==> src/rtl/cms_pkg.sv <==
package cms_pkg;

    typedef enum logic [3:0] {
        ST_IDLE,
        ST_INT_RST,
        ST_TX,
        ST_GAP,
        ST_SAMP,
        ST_IDLE_A,
        ST_XFER,
        ST_IDLE_B,
        ST_HOLD,
        ST_CONV,
        ST_WAIT,
        ST_DONE
    } seq_state_t;

    typedef enum logic {
        LVL_RESET  = 1'b0,
        LVL_SIGNAL = 1'b1
    } level_t;

endpackage

==> src/rtl/cms_phase_delay.sv <==
module cms_phase_delay #(
    parameter int N = 2
) (
    input  logic         clk,
    input  logic         rst_n,
    input  logic [N-1:0] ph,
    output logic [N-1:0] ph_d
);

    for (genvar i = 0; i < N; i++) begin : g_lane
        logic held_q;

        always_ff @(posedge clk or negedge rst_n) begin
            if (!rst_n) begin
                held_q <= 1'b0;
            end else begin
                held_q <= ph[i];
            end
        end

        // stretched copy: rises with the phase, drops one clock after it
        assign ph_d[i] = ph[i] | held_q;
    end

endmodule

==> src/rtl/cms_code_store.sv <==
module cms_code_store
    import cms_pkg::*;
#(
    parameter int CODE_W = 10
) (
    input  logic                     clk,
    input  logic                     rst_n,
    input  logic                     cap_en,
    input  level_t                   cap_sel,
    input  logic [CODE_W-1:0]        code,
    output logic signed [CODE_W:0]   diff
);

    logic [CODE_W-1:0] base_code_q;
    logic [CODE_W-1:0] sig_code_q;

    always_ff @(posedge clk or negedge rst_n) begin
        if (!rst_n) begin
            base_code_q <= '0;
            sig_code_q  <= '0;
        end else if (cap_en) begin
            if (cap_sel == LVL_RESET) begin
                base_code_q <= code;
            end else begin
                sig_code_q  <= code;
            end
        end
    end

    assign diff = $signed({1'b0, sig_code_q}) - $signed({1'b0, base_code_q});

endmodule

==> src/rtl/cms_fsm.sv <==
module cms_fsm
    import cms_pkg::*;
#(
    parameter int M_W = 8,
    parameter int G_W = 9
) (
    input  logic           clk,
    input  logic           rst_n,
    input  logic           start,
    input  logic [M_W-1:0] m_cnt,
    input  logic [G_W-1:0] mg_cnt,
    input  logic           adc_done,
    output logic           int_rst,
    output logic           samp,
    output logic           xfer,
    output logic           pix_rst,
    output logic           tx_gate,
    output logic           sh_strobe,
    output logic           adc_start,
    output logic           busy,
    output logic           diff_valid,
    output logic           cap_en,
    output level_t         cap_sel
);

    localparam int SUM_W = ((M_W > G_W) ? M_W : G_W) + 1;
    localparam int EL_W  = SUM_W + 2;

    seq_state_t      state, nxt;
    level_t          lvl;
    logic [M_W-1:0]  m_lat;
    logic [G_W-1:0]  g_lat;
    logic [M_W-1:0]  burst_cnt;
    logic [EL_W-1:0] elapsed;
    logic [SUM_W-1:0] span;
    logic [EL_W-1:0] target;
    logic            last_cycle;
    logic            gap_reached;

    assign span        = SUM_W'(m_lat) + SUM_W'(g_lat) - SUM_W'(1);
    assign target      = {span, 2'b00};
    assign last_cycle  = (burst_cnt == (m_lat - M_W'(1)));
    assign gap_reached = (elapsed >= (target - EL_W'(1)));

    // state register and sequence counters
    always_ff @(posedge clk or negedge rst_n) begin
        if (!rst_n) begin
            state     <= ST_IDLE;
            lvl       <= LVL_RESET;
            m_lat     <= M_W'(1);
            g_lat     <= G_W'(1);
            burst_cnt <= '0;
            elapsed   <= '0;
        end else begin
            state <= nxt;
            if (state == ST_INT_RST && lvl == LVL_RESET) begin
                elapsed <= '0;
            end else if (elapsed != '1) begin
                elapsed <= elapsed + EL_W'(1);
            end
            unique case (state)
                ST_IDLE: begin
                    if (start) begin
                        m_lat     <= (m_cnt  == '0) ? M_W'(1) : m_cnt;
                        g_lat     <= (mg_cnt == '0) ? G_W'(1) : mg_cnt;
                        lvl       <= LVL_RESET;
                        burst_cnt <= '0;
                    end
                end
                ST_IDLE_B: begin
                    burst_cnt <= last_cycle ? '0 : burst_cnt + M_W'(1);
                end
                ST_WAIT: begin
                    if (adc_done && lvl == LVL_RESET) begin
                        lvl <= LVL_SIGNAL;
                    end
                end
                default: ;
            endcase
        end
    end

    // transitions
    always_comb begin
        nxt = state;
        unique case (state)
            ST_IDLE:    if (start) nxt = ST_INT_RST;
            ST_INT_RST: nxt = (lvl == LVL_RESET) ? ST_SAMP : ST_TX;
            ST_TX:      nxt = ST_GAP;
            ST_GAP:     if (gap_reached) nxt = ST_SAMP;
            ST_SAMP:    nxt = ST_IDLE_A;
            ST_IDLE_A:  nxt = ST_XFER;
            ST_XFER:    nxt = ST_IDLE_B;
            ST_IDLE_B:  nxt = last_cycle ? ST_HOLD : ST_SAMP;
            ST_HOLD:    nxt = ST_CONV;
            ST_CONV:    nxt = ST_WAIT;
            ST_WAIT: begin
                if (adc_done) nxt = (lvl == LVL_RESET) ? ST_INT_RST : ST_DONE;
            end
            ST_DONE:    nxt = ST_IDLE;
            default:    nxt = ST_IDLE;
        endcase
    end

    // outputs decoded from state
    always_comb begin
        int_rst    = 1'b0;
        samp       = 1'b0;
        xfer       = 1'b0;
        pix_rst    = 1'b0;
        tx_gate    = 1'b0;
        sh_strobe  = 1'b0;
        adc_start  = 1'b0;
        diff_valid = 1'b0;
        cap_en     = 1'b0;
        cap_sel    = lvl;
        busy       = (state != ST_IDLE);
        unique case (state)
            ST_INT_RST: begin
                int_rst = 1'b1;
                pix_rst = (lvl == LVL_RESET);
            end
            ST_TX:   tx_gate    = 1'b1;
            ST_SAMP: samp       = 1'b1;
            ST_XFER: xfer       = 1'b1;
            ST_HOLD: sh_strobe  = 1'b1;
            ST_CONV: adc_start  = 1'b1;
            ST_WAIT: cap_en     = adc_done;
            ST_DONE: diff_valid = 1'b1;
            default: ;
        endcase
    end

endmodule

==> src/rtl/cms_sequencer.sv <==
module cms_sequencer
    import cms_pkg::*;
#(
    parameter int M_W    = 8,
    parameter int G_W    = 9,
    parameter int CODE_W = 10
) (
    input  logic                    clk,
    input  logic                    rst_n,
    input  logic                    start,
    input  logic [M_W-1:0]          m_cnt,
    input  logic [G_W-1:0]          mg_cnt,
    input  logic [CODE_W-1:0]       adc_code,
    input  logic                    adc_done,
    output logic                    int_rst,
    output logic                    samp,
    output logic                    samp_d,
    output logic                    xfer,
    output logic                    xfer_d,
    output logic                    pix_rst,
    output logic                    tx_gate,
    output logic                    sh_strobe,
    output logic                    adc_start,
    output logic                    busy,
    output logic signed [CODE_W:0]  diff,
    output logic                    diff_valid
);

    logic   cap_en;
    level_t cap_sel;
    logic [1:0] main_ph;
    logic [1:0] late_ph;

    cms_fsm #(.M_W(M_W), .G_W(G_W)) i_fsm (
        .clk        (clk),
        .rst_n      (rst_n),
        .start      (start),
        .m_cnt      (m_cnt),
        .mg_cnt     (mg_cnt),
        .adc_done   (adc_done),
        .int_rst    (int_rst),
        .samp       (samp),
        .xfer       (xfer),
        .pix_rst    (pix_rst),
        .tx_gate    (tx_gate),
        .sh_strobe  (sh_strobe),
        .adc_start  (adc_start),
        .busy       (busy),
        .diff_valid (diff_valid),
        .cap_en     (cap_en),
        .cap_sel    (cap_sel)
    );

    assign main_ph = {xfer, samp};

    cms_phase_delay #(.N(2)) i_delay (
        .clk   (clk),
        .rst_n (rst_n),
        .ph    (main_ph),
        .ph_d  (late_ph)
    );

    assign samp_d = late_ph[0];
    assign xfer_d = late_ph[1];

    cms_code_store #(.CODE_W(CODE_W)) i_store (
        .clk     (clk),
        .rst_n   (rst_n),
        .cap_en  (cap_en),
        .cap_sel (cap_sel),
        .code    (adc_code),
        .diff    (diff)
    );

endmodule

==> config.mk <==
export PLATFORM = sky130hd
export DESIGN_NAME = cms_sequencer
export DESIGN_NICKNAME = d
export VERILOG_FILES = /design/src/rtl/cms_pkg.sv /design/src/rtl/cms_phase_delay.sv /design/src/rtl/cms_code_store.sv /design/src/rtl/cms_fsm.sv /design/src/rtl/cms_sequencer.sv
export SDC_FILE = /design/constraint.sdc
export NUM_CORES = 1
export LEC_CHECK = 0
export BUFFER_PORTS_ARGS = -buffer_cell sky130_fd_sc_hd__buf_4
export CAP_MARGIN = 40
export CORE_UTILIZATION = 60
export DETAILED_ROUTE_END_ITERATION = 10
export PLACE_DENSITY = 0.82
export SETUP_SLACK_MARGIN = 0.02
export SLEW_MARGIN = 5
export SYNTH_ARGS = -nofsm -noshare
export SYNTH_HDL_FRONTEND = slang
export SYNTH_SLANG_ARGS = --single-unit
==> constraint.sdc <==
create_clock -name clk -period 8.6 [get_ports clk]
set_input_delay 0.43 -clock clk [delete_from_list [all_inputs] [get_ports clk]]
set_output_delay 0.43 -clock clk [all_outputs]
set_load 0.02 [all_outputs]
==> flow_summary.ini <==
[run_status]
status = finished, final reports clean

[yosys]
async_flop_share_pct = 100
netlist_top_cells_area = dfrtp_1, ha_1, mux2_2
synth_cell_types = 62
yosys-top-cells-count = dfrtp_1, inv_1, nor2_1, ha_1, mux2_2
ys.warnings.count = 0
synth_edf_count = 0
yosysMostFrequentCell = dfrtp_1
yosysTopAreaCell = dfrtp_1
syn_inst = 457
synthFlopType = dfrtp_1
synth_area_um2 = 4390
ys_seq_area_share_pct = 36.6
synth_top_cell_area_share_pct = 35.4
synth.ff_latch_count = 64
synth_area_per_cell_um2 = 9.60
synth_fp_nets = 530

[pwr]
pwr-share-clk_pct = 12.1
p_leak_nw = 2.41
seq_power_share_pct = 22.9
internal_power_mw = 1.16
total_power_mw = 2.14
combPwrFrac_pct = 65.0
p_per_area_nw_per_um2 = 424
vdd_ir_drop_max_v = 0.000274
p_switching_mw = 0.985
switching_share_pct = 46.0

[timing]
period_minus_slack_ns = 4.13
rsz0062_at_grt = false
maxSlewHeadroom_pct = 41.9
final_max_slew_viol_count = 0
max_freq_mhz = 242
tns_ns = 0
hold_violations = 0
finalSetupViolations = 0
tightest_slew_ns = 0.869
finalCritPeriodShare_pct = 48.0
clock_skew_ns = 0.00873

[cts]
clk_latency_ns = 0.34
numCtsBuffers = 9
path_clk_slew_ns = 0.08
cts_num_sinks = 64
tritoncts = done
cts_root_buf = clkbuf_8
cts-resized-gates = 0
postCtsSetupBuffers = 0
clk_path_buf_depth = 2
postCtsHoldBufs = 0
htree_levels = 3

[worst_setup_path]
rr_startpoint = i_fsm.m_lat[0]
crit_start = i_fsm.m_lat[0]
required_ns = 8.81
cp-start-kind = flop
cp_max_fo = 3
worstPathArrival_ns = 4.34
path_class = flop to flop
setup.worst_path.end_class = flop

[placed_design]
place_area_um2 = 4860
port_buffers = 52
hpwlAfterDp_um = 6740
placed_cells = 597
place.gp.congestion = 0.818

[grt]
overflow = 0
grt_pass1_vias = 3287
grt_pass1_wl_um = 14600
grt_usage_pct = 24.8
antenna_found_initial = 0
grt_max_degree = 65

[floorplan]
ioPinCount = 53
die_y_um = 87.5
initial_core_util_pct = 63.2
rows = 30
die_w_um = 87.5
dieArea_um2 = 7660
coreArea_um2 = 6940

[drt]
detail_route.first_pass.iterations = 4
wl_um = 8770
avgViaCountPerCell = 5.55
drcViolationCount = 0
wl_per_cell_um = 14.3
drtAntennaViolNets = 0
via_count = 3401
drt_iter0_drc = 151

[cells_and_area]
regArea_um2 = 1600
antenna_cells = 0
finalNonFillerCells = 613
drive_gt1_share_pct = 24.0
fillers = 518
final_area_um2 = 5060
fin_nets = 585
syn_to_final_growth_pct = 15.2
multi_input_comb_area_um2 = 2530

[hold_path]
hold_class = input pin to asynchronous set/reset pin

[job]
cap_violations = 0
## layout by cell type (no fill, tap or decap), types with 4 or more instances in the layout
master | Yosys | layout
ha_1 | 40 | 40
xor2_1 | 15 | 15
nor4_1 | 6 | 6
a31oi_1 | 4 | 4
nand2_1 | 25 | 25
clkbuf_8 | 0 | 9
nand2b_1 | 6 | 6
buf_4 | 0 | 53
xnor2_1 | 25 | 25
nor2b_1 | 6 | 6
mux2_2 | 36 | 36
nand3_1 | 12 | 12
nor3_1 | 16 | 16
nand4_1 | 4 | 4
a21oi_1 | 16 | 16
a21o_1 | 5 | 5
nor2_1 | 42 | 42
o21ai_0 | 12 | 12
dfrtp_1 | 62 | 62
or3_1 | 4 | 4
inv_1 | 55 | 55
## kinds of logic (layout without fill, tap and decap cells)
kind of cell               count (synthesis)  in the layout  synth area share [%]
muxes                                     39             39                  9.92
xor gates and xnor gates                  40             40                  7.98
and+or+nand+nor                          148            148                  18.1
AOI/OAI and AO/OA                         60             60                  9.38
adders and majority gates                 42             42                  12.3
buffers and inverters                     64            124                  5.73
DFF                                       64             64                  36.6
## routing by layer
metal / vias to the layer above / GRT usage, % / share of wire, %
met4: 0 / 9.54 / 1.8
met5: - / 0 / 0
li1: 1681 / - / -
met2: 70 / 43.2 / 50
met1: 1634 / 31.0 / 45
met3: 16 / 4.27 / 3.1
## worst paths after layout
path / to / slack (ns) / depth (start not counted)
max: i_fsm.state[2] / 4.47 / 15
min: i_fsm.g_lat[6] / 0.15 / 1
max reg2reg: i_fsm.state[2] / 4.47 / 15
min reg2reg: i_fsm.g_lat[0] / 0.49 / 2
max in group asynchronous: i_store.sig_code_q[1] / 7.88 / 1
min in group clk: i_store.sig_code_q[7] / 0.33 / 2
## flip-flops by register name (all words and copies together), names as in the netlist
signal and cells:
i_fsm.elapsed 12, i_fsm.state 4, i_store.sig_code_q 10, i_fsm.g_lat 9
i_fsm.cap_sel 1, i_store.base_code_q 10, i_fsm.burst_cnt 8, i_fsm.m_lat 8
i_delay.g_lane.held_q 2
## through the flow
stage	setup WS, ns	hold slack [ns]	utilization, %
3_3_place_gp	4.64	0.474	70.0
2_1_floorplan	4.75	0.134	-
6_report	4.47	0.148	72.8
5_1_grt	4.26	0.247	72.8
3_5_place_dp	4.49	0.481	70.0
4_1_cts	4.48	0.205	72.8
## power by group through the flow
stage          Clock [mW]  Sequential (mW)  Combinational (mW)
2_1_floorplan           0            0.457                1.08
3_3_place_gp            0            0.489                1.30
3_5_place_dp            0            0.496                1.38
4_1_cts             0.263            0.490                1.39
5_1_grt             0.281            0.503                1.56
6_report            0.259            0.490                1.39
## area by class of cell
cell class | count | share of cell area, %
clock buffers | 9 | 2.45
flip-flops and latches | 64 | 31.7
inverters | 55 | 4.08
multi-input cells | 329 | 50.1
well taps | 96 | 2.38
repair buffers | 53 | 7.87
clock inverters | 7 | 1.41
## critical path: stages, from the launching register on
cell	delay, ns
dfstp_2	0.58
inv_1	0.09
ha_1	0.18
inv_1	0.05
ha_1	0.17
fa_1	0.47
nor3_1	0.29
nand2_1	0.13
or3_4	0.40
nor4_2	0.30
xnor2_1	0.10
ha_1	0.18
or3_1	0.40
or4_1	0.43
o21bai_2	0.18
nor4_1	0.08
No activity file was read; power rests on OpenSTA's default activity.
